## config.mk

```make
export PLATFORM = sky130hd
export DESIGN_NAME = pkt_irq_status
export DESIGN_NICKNAME = d
export VERILOG_FILES = /design/src/rtl/pkt_irq_pkg.sv /design/src/rtl/irq_stat_bit.sv /design/src/rtl/irq_mask_reg.sv /design/src/rtl/irq_line_reg.sv /design/src/rtl/pkt_irq_status.sv
export SDC_FILE = /design/constraint.sdc
export NUM_CORES = 1
export LEC_CHECK = 0
export ABC_CLOCK_PERIOD_IN_PS = 800
export BUFFER_PORTS_ARGS = -buffer_cell sky130_fd_sc_hd__buf_2
export CORE_MARGIN = 1.5
export CORE_UTILIZATION = 34
export DETAILED_ROUTE_END_ITERATION = 10
export PLACE_DENSITY_LB_ADDON = 0.25
export SYNTH_ARGS = -nofsm -noshare
export SYNTH_HDL_FRONTEND = slang
export SYNTH_SLANG_ARGS = --single-unit
```

## constraint.sdc

```tcl
create_clock -name clk -period 0.8 [get_ports clk]
set_input_delay 0.16 -clock clk [delete_from_list [all_inputs] [get_ports clk]]
set_output_delay 0.16 -clock clk [all_outputs]
set_load 0.01 [all_outputs]
```

## src/rtl/pkt_irq_pkg.sv

```systemverilog
package pkt_irq_pkg;
   localparam int unsigned STAT_BITS = 8;
   localparam int unsigned B_RCV     = 0;
   localparam int unsigned B_TX      = 1;
   localparam int unsigned B_TXE     = 2;
   localparam int unsigned B_ALLOC   = 3;
   localparam int unsigned B_OVR     = 4;
   localparam int unsigned B_ERX     = 6;
   localparam logic [STAT_BITS-1:0] ACK_CLEARABLE = 8'hD6;
   localparam logic [STAT_BITS-1:0] NO_SOURCE     = 8'hA0;
   localparam logic [STAT_BITS-1:0] STAT_RESET    = 8'h04;
endpackage

```

## src/rtl/irq_stat_bit.sv

```systemverilog
module irq_stat_bit #(
   parameter bit RST_VAL = 1'b0,
   parameter bit TIED    = 1'b0
) (
   input  logic clk,
   input  logic rst_n,
   input  logic set_i,
   input  logic clr_i,
   output logic q_o
);
   generate
      if (TIED) begin : g_tied
         assign q_o = 1'b0;
      end else begin : g_live
         logic q;
         always_ff @(posedge clk) begin
            if (!rst_n)     q <= RST_VAL;
            else if (set_i) q <= 1'b1;
            else if (clr_i) q <= 1'b0;
         end
         assign q_o = q;
      end
   endgenerate
endmodule

```

## src/rtl/irq_mask_reg.sv

```systemverilog
module irq_mask_reg #(
   parameter int unsigned W = 8
) (
   input  logic         clk,
   input  logic         rst_n,
   input  logic         we_i,
   input  logic [W-1:0] d_i,
   output logic [W-1:0] q_o
);
   always_ff @(posedge clk) begin
      if (!rst_n)    q_o <= '0;
      else if (we_i) q_o <= d_i;
   end
endmodule

```

## src/rtl/irq_line_reg.sv

```systemverilog
module irq_line_reg #(
   parameter int unsigned W = 8
) (
   input  logic         clk,
   input  logic         rst_n,
   input  logic [W-1:0] stat_i,
   input  logic [W-1:0] en_i,
   output logic         irq_o
);
   always_ff @(posedge clk) begin
      if (!rst_n) irq_o <= 1'b0;
      else        irq_o <= |(stat_i & en_i);
   end
endmodule

```

## src/rtl/pkt_irq_status.sv

```systemverilog
module pkt_irq_status
   import pkt_irq_pkg::*;
#(
   parameter int unsigned           STAT_W   = STAT_BITS,
   parameter logic [STAT_BITS-1:0]  ACK_MASK = ACK_CLEARABLE
) (
   input  logic              clk,
   input  logic              rst_n,
   input  logic              ev_rcv,
   input  logic              ev_alloc,
   input  logic              ev_overrun,
   input  logic              ev_early_rx,
   input  logic              rcv_clr,
   input  logic              alloc_clr,
   input  logic              tx_q_empty,
   input  logic              txdone_nonempty,
   input  logic              ack_we,
   input  logic [STAT_W-1:0] ack_data,
   input  logic              mask_we,
   input  logic [STAT_W-1:0] mask_data,
   output logic              irq,
   output logic [STAT_W-1:0] status,
   output logic [STAT_W-1:0] mask,
   output logic              txdone_pop
);
   localparam int unsigned W = STAT_W;

   generate
      if (W != STAT_BITS) begin : g_bad_width
         $error("pkt_irq_status: STAT_W must equal the fixed status layout width");
      end
   endgenerate

   logic [W-1:0] set_v;
   logic [W-1:0] clr_v;

   assign txdone_pop = ack_we & ack_data[B_TX] & txdone_nonempty;

   always_comb begin
      set_v          = '0;
      set_v[B_RCV]   = ev_rcv;
      set_v[B_ALLOC] = ev_alloc;
      set_v[B_OVR]   = ev_overrun;
      set_v[B_ERX]   = ev_early_rx;
      set_v[B_TXE]   = tx_q_empty;
      set_v[B_TX]    = txdone_nonempty & ~txdone_pop;
   end

   always_comb begin
      clr_v          = ack_we ? (ack_data & ACK_MASK) : '0;
      clr_v[B_RCV]   = clr_v[B_RCV] | rcv_clr;
      clr_v[B_ALLOC] = clr_v[B_ALLOC] | alloc_clr;
   end

   for (genvar i = 0; i < W; i++) begin : g_bit
      irq_stat_bit #(
         .RST_VAL (STAT_RESET[i]),
         .TIED    (NO_SOURCE[i])
      ) u_bit (
         .clk   (clk),
         .rst_n (rst_n),
         .set_i (set_v[i]),
         .clr_i (clr_v[i]),
         .q_o   (status[i])
      );
   end

   irq_mask_reg #(.W(W)) u_mask (
      .clk   (clk),
      .rst_n (rst_n),
      .we_i  (mask_we),
      .d_i   (mask_data),
      .q_o   (mask)
   );

   irq_line_reg #(.W(W)) u_line (
      .clk    (clk),
      .rst_n  (rst_n),
      .stat_i (status),
      .en_i   (mask),
      .irq_o  (irq)
   );

   // live empty flag forces the bit at the next edge
   p_txempty_follow_r2: assert property (@(posedge clk) disable iff (!rst_n)
      tx_q_empty |=> status[B_TXE]);
   // completion entries re-assert transmit-done unless popped
   p_txdone_follow_r3: assert property (@(posedge clk) disable iff (!rst_n)
      (txdone_nonempty && !txdone_pop) |=> status[B_TX]);
   // acknowledge cannot remove receive-queued
   p_rcv_ack_immune_r4: assert property (@(posedge clk) disable iff (!rst_n)
      (status[B_RCV] && !rcv_clr) |=> status[B_RCV]);
   // acknowledge cannot remove allocation-done
   p_alloc_ack_immune_r4: assert property (@(posedge clk) disable iff (!rst_n)
      (status[B_ALLOC] && !alloc_clr) |=> status[B_ALLOC]);
   // overrun acknowledged without a new event is gone
   p_ovr_ack_r4: assert property (@(posedge clk) disable iff (!rst_n)
      (ack_we && ack_data[B_OVR] && !ev_overrun) |=> !status[B_OVR]);
   // never pop an empty completion queue
   p_no_empty_pop_r5: assert property (@(posedge clk) disable iff (!rst_n)
      txdone_pop |-> txdone_nonempty);
   // line follows masked status one edge later
   p_irq_high_r6: assert property (@(posedge clk) disable iff (!rst_n)
      (|(status & mask)) |=> irq);
   p_irq_low_r6: assert property (@(posedge clk) disable iff (!rst_n)
      !(|(status & mask)) |=> !irq);
   // receive event beats a same-cycle clear
   p_set_wins_r8: assert property (@(posedge clk) disable iff (!rst_n)
      ev_rcv |=> status[B_RCV]);
   // mask write lands whole
   p_mask_load_r10: assert property (@(posedge clk) disable iff (!rst_n)
      mask_we |=> (mask == $past(mask_data)));
endmodule

```

After elaboration in Yosys (flattened, before gate mapping)
Cells that the tools add are included.

word-level totals
  register bits after elaboration = 15
  input port bits = 28
  output and inout port bits = 18

operators by class
  multiplexer cells = 11
  bitwise logic cells = 8
  reduce and logical (&&, ||, !) cells = 7

operator list
  kind                        count
  two-way mux 1 bit           10
  nonzero test 2 bit          5
  bitwise AND 7 x 8 -> 8 bit  1
  OR reduction 8 bit          1
  two-way mux 7 bit           1
  bitwise AND 1 bit           3
  NOT 1 bit                   2
  OR 1 bit                    2
  OR reduction 2 bit          1

Longest topological paths before layout
  word-level depth = 5
  gate-level depth with buffers = 3
  mapped depth without buffers = 2

Modules after synthesis
A second synthesis with hierarchy kept.

second synthesis, totals
  cells, all modules = 62
  area total of the unflattened synthesis = 681.9 um^2

by module, submodules not included
  module                              times used  cells an instance  area an instance (um^2)
  irq_mask_reg                        1           25                 301.5
  irq_stat_bit at g_bit[0].u_bit ...  5           3                  41.3
  irq_line_reg                        1           7                  62.6
  pkt_irq_status                      1           8                  55.1
  irq_stat_bit at g_bit[2].u_bit      1           3                  33.8
  irq_stat_bit at g_bit[5].u_bit ...  2           2                  11.3

Worst setup path after synthesis
Ideal clock, no wire load.

  path type = reg-to-reg
  from = register u_mask.q_o[3]
  to = register u_line.irq_o
  setup time = 127 ps
  arrival = 582 ps
  data required time = 673 ps
  path slack = 92 ps
  cell stages (with the launch flop) = 3
  buffers on the path = 0
  clock period less this slack = 708 ps
  path through = dfxtp_1 -> a22oi_1 -> a31oi_1

between the ends
  word-level cells in the longest chain between the ends = 2

RTL lines
  what                        line                text
  start: declaration          irq_mask_reg.sv:8   output logic [W-1:0] q_o
  start signal: assignment    irq_mask_reg.sv:12  else if (we_i) q_o <= d_i;
  bitwise AND 7 x 8 -> 8 bit  irq_line_reg.sv:12  else irq_o <= |(stat_i & en_i);
  OR reduction 8 bit          irq_line_reg.sv:12
  end signal: assignment      irq_line_reg.sv:12
  end: declaration            irq_line_reg.sv:8   output logic irq_o

No other way between the ends.
A chain may end at the register's enable or synchronous reset.

Worst setup path in the final report
  from = register g_bit[4].u_bit.g_live.q
  to = output status[4]

RTL lines
  what                      line                  text
  start: declaration        irq_stat_bit.sv:15    logic q;
  start signal: assignment  irq_stat_bit.sv:17    if (!rst_n) q <= RST_VAL;
  start signal: assignment  irq_stat_bit.sv:18    else if (set_i) q <= 1'b1;
  start signal: assignment  irq_stat_bit.sv:19    else if (clr_i) q <= 1'b0;
  end: declaration          pkt_irq_status.sv:22  output logic [STAT_W-1:0] status,

No word-level cell between the ends.

==> flow_summary_export.csv <==
group,metric,value,unit
power_and_ir_drop,p_leak,0.518,nW
drt,drt-total-wl,1550,um
power_and_ir_drop,vdd_drop_max,0.000965,V
logic_synthesis,syn_area,601,um2
final_layout,drive_above_1_share,0.722,
setup_path,cp_data_required_time,0.64,ns
sta,fin_ws,-0.0906,ns
setup_path,r2r_cells,3,
final_layout,postLayoutCellArea,1050,um2
floorplan,die_h,45.0,um
drt,drt_first_pass_iters,4,
logic_synthesis,yosysUniqueCellTypes,16,
setup_path,cp_max_fo,2,
setup_path,startpoint,"g_bit[4].u_bit.q_o$_SDFFE_PN0P_",
setup_path,worstSetupEndpointType,"output port",
run_status,outcome,"finished, violations left",
min_path,hp-class,"in2reg",
global_route,grt-ovfl-total,0,
logic_synthesis,ys_ff_latch,15,
sta,hold_viol_final,0,
placement,dp.final_hpwl,970,um
final_layout,final_util,0.619,
global_route,grt_max_degree,9,
final_layout,area_growth,74.2,%
logic_synthesis,syn_inst,59,
flow_run,cap_violations,0,
placement,placed_cell_area,768,um2
setup_path,rr_endpoint,"u_line.irq_o$_SDFF_PN0_",
setup_path,reg2reg_from,"u_mask.q_o[6]$_SDFFE_PN0P_",
sta,finalCritPeriodShare,1.11,
clock_network,clkSinkCount,15,
run_status,violations,"negative setup slack",
clock_network,cts_buffers,3,
floorplan,die_area,2030,um2
global_route,grt_pass1_vias,537,
sta,finClkSkew,0.000874,ns
floorplan,die_w,45.0,um
clock_network,cts_root_buf,"clkbuf_4",
final_layout,fin_nets,137,
placement,gp_congestion,0.655,
floorplan,std_cell_rows,15,
floorplan,initial_core_util,0.356,
global_route,antenna_found_initial,0,
clock_network,hold_buffers,0,
drt,vias,576,
sta,setup_violations,20,
setup_path,worstSetupPathType,"reg2out",
setup_path,slowest_stage,"dfxtp_2",
power_and_ir_drop,power_density,1570,nW/um2
setup_path,worstPathCellList,"buf_6",
final_layout,diodes,0,
drt,drtIter0Drc,3,
clock_network,clkTransAtPathRegs,0.09,ns
sta,tns,-1.37,ns
setup_path,arrival,0.73,ns
sta,fmax,1120,MHz
clock_network,clock_latency,0.27,ns
clock_network,htree_num_levels,1,
drt,wl_per_cell,12.4,um
setup_path,crit_cells,1,
clock_network,cts_max_path_buffers,2,
drt,viasPerCell,4.61,
setup_path,cp-endpoint,"status[4]",
drt,remaining_drc_errors,0,
logic_synthesis,ys_seq_area_frac,0.500,
setup_path,crit_buf_inv,1,
logic_synthesis,yosys_warnings,0,
setup_path,crit_family,"flip-flops",
drt,ant_nets,0,
sta,final_max_slew_viol_count,0,
setup_path,max_stage_delay,0.36,ns
floorplan,boundaryPins,46,
placement,port_buffers,39,
setup_path,critPathLaunchType,"register",
floorplan,core_area,1690,um2
setup_path,r2r_slack,-0.06,ns
clock_network,cts_tree,"built",
sta,rsz0062_at_grt,"yes",
global_route,grt_use_total,0.150,
logic_synthesis,syn_area_per_cell,10.2,um2
final_layout,fillers,153,
placement,place_ws,0.0102,ns
sta,hold-worst-slack,0.0584,ns
sta,fin_crit,0.891,ns
global_route,grt_pass1_wl,2190,um
-- synthesized netlist by cell type --
master / instances / area share
dfxtp_1: 15 / 0.50
buf_4: 9 / 0.11
mux2i_1: 8 / 0.13
nor2_1: 8 / 0.050
o21a_1: 4 / 0.050
a22oi_1: 3 / 0.037
a21boi_0: 2 / 0.025
nor2b_1: 2 / 0.021
a211o_1: 1 / 0.015
a21oi_1: 1 / 0.0083
a31oi_1: 1 / 0.010
and3_1: 1 / 0.010
conb_1: 1 / 0.0062
inv_2: 1 / 0.0062
nand2_1: 1 / 0.0062
o21ai_0: 1 / 0.0083
-- flip-flops by register name (all words and copies together), names as in the netlist --
name,count
u_mask.q_o,8
g_bit.u_bit.q_o,6
u_line.irq_o,1
-- power breakdown --
| group | total [mW] | switching, mW | internal [mW] |
|---|---|---|---|
| clock | 0.422 | 0.229 | 0.193 |
| combinational | 0.382 | 0.146 | 0.235 |
| sequential | 0.837 | 0.0340 | 0.803 |
| total | 1.64 | 0.410 | 1.23 |
-- metrics by stage --
stage               power, mW  cells
floorplan               0.981     60
global placement         1.07    109
detailed placement       1.08    109
CTS                      1.62    125
global route             1.73    125
finish                   1.64    125
-- worst min path at each step --
stage                startpoint  cells past startpoint                              end  slack [ns]
floorplan                ack_we                      1  g_bit[1].u_bit.q_o$_SDFFE_PN0P_        0.25
global placement     tx_q_empty                      2  g_bit[2].u_bit.q_o$_SDFFE_PP1P_        0.35
detailed placement   tx_q_empty                      2  g_bit[2].u_bit.q_o$_SDFFE_PP1P_        0.35
CTS                 ack_data[1]                      2  g_bit[1].u_bit.q_o$_SDFFE_PN0P_        0.05
global route         tx_q_empty                      2  g_bit[2].u_bit.q_o$_SDFFE_PP1P_        0.06
finish              ack_data[1]                      2  g_bit[1].u_bit.q_o$_SDFFE_PN0P_        0.06
-- metal layers --
metal / share of wire / up-vias / track usage
met5: 0 / - / 0
met4: 0 / 0 / 0.0529
met3: 0.047 / 0 / 0.0360
met2: 0.55 / 25 / 0.257
met1: 0.41 / 259 / 0.183
li1: - / 292 / -
-- cells in the final DEF (no fill, tap or decap), drive strengths merged --
cell type,netlist,layout
buf,9,53
inv,1,1
and3,1,1
a31oi,1,1
nand2,1,1
conb,1,2
nor2b,2,2
mux2i,8,8
a21boi,2,2
a22oi,3,3
o21ai,1,1
o21a,4,4
dfxtp,15,15
a21oi,1,1
clkbuf,0,4
nor2,8,8
a211o,1,1
-- logic make-up after synthesis --
logic type | synth area share
other | 0.00624
AND/OR/NAND/NOR | 0.0875
AO/OA/AOI/OAI | 0.154
buffers and inverters | 0.119
flip-flops | 0.500
multiplexers | 0.133
-- area by class of cell --
cell class | instances | area [um2] | share of cell area
clock buffers | 4 | 26.3 | 0.0251
inverters | 1 | 3.75 | 0.00359
multi-input cells | 35 | 267 | 0.255
flip-flops and latches | 15 | 318 | 0.304
well taps | 17 | 21.3 | 0.0203
repair buffers | 53 | 410 | 0.392
-- timing repair --
action	in CTS	in global routing
cloned	0	0
pin swaps	0	5
setup buffers	12	0
endpoints found under the setup margin	15	24
gates resized for setup	31	13
(Power assumes the default switching activity.)
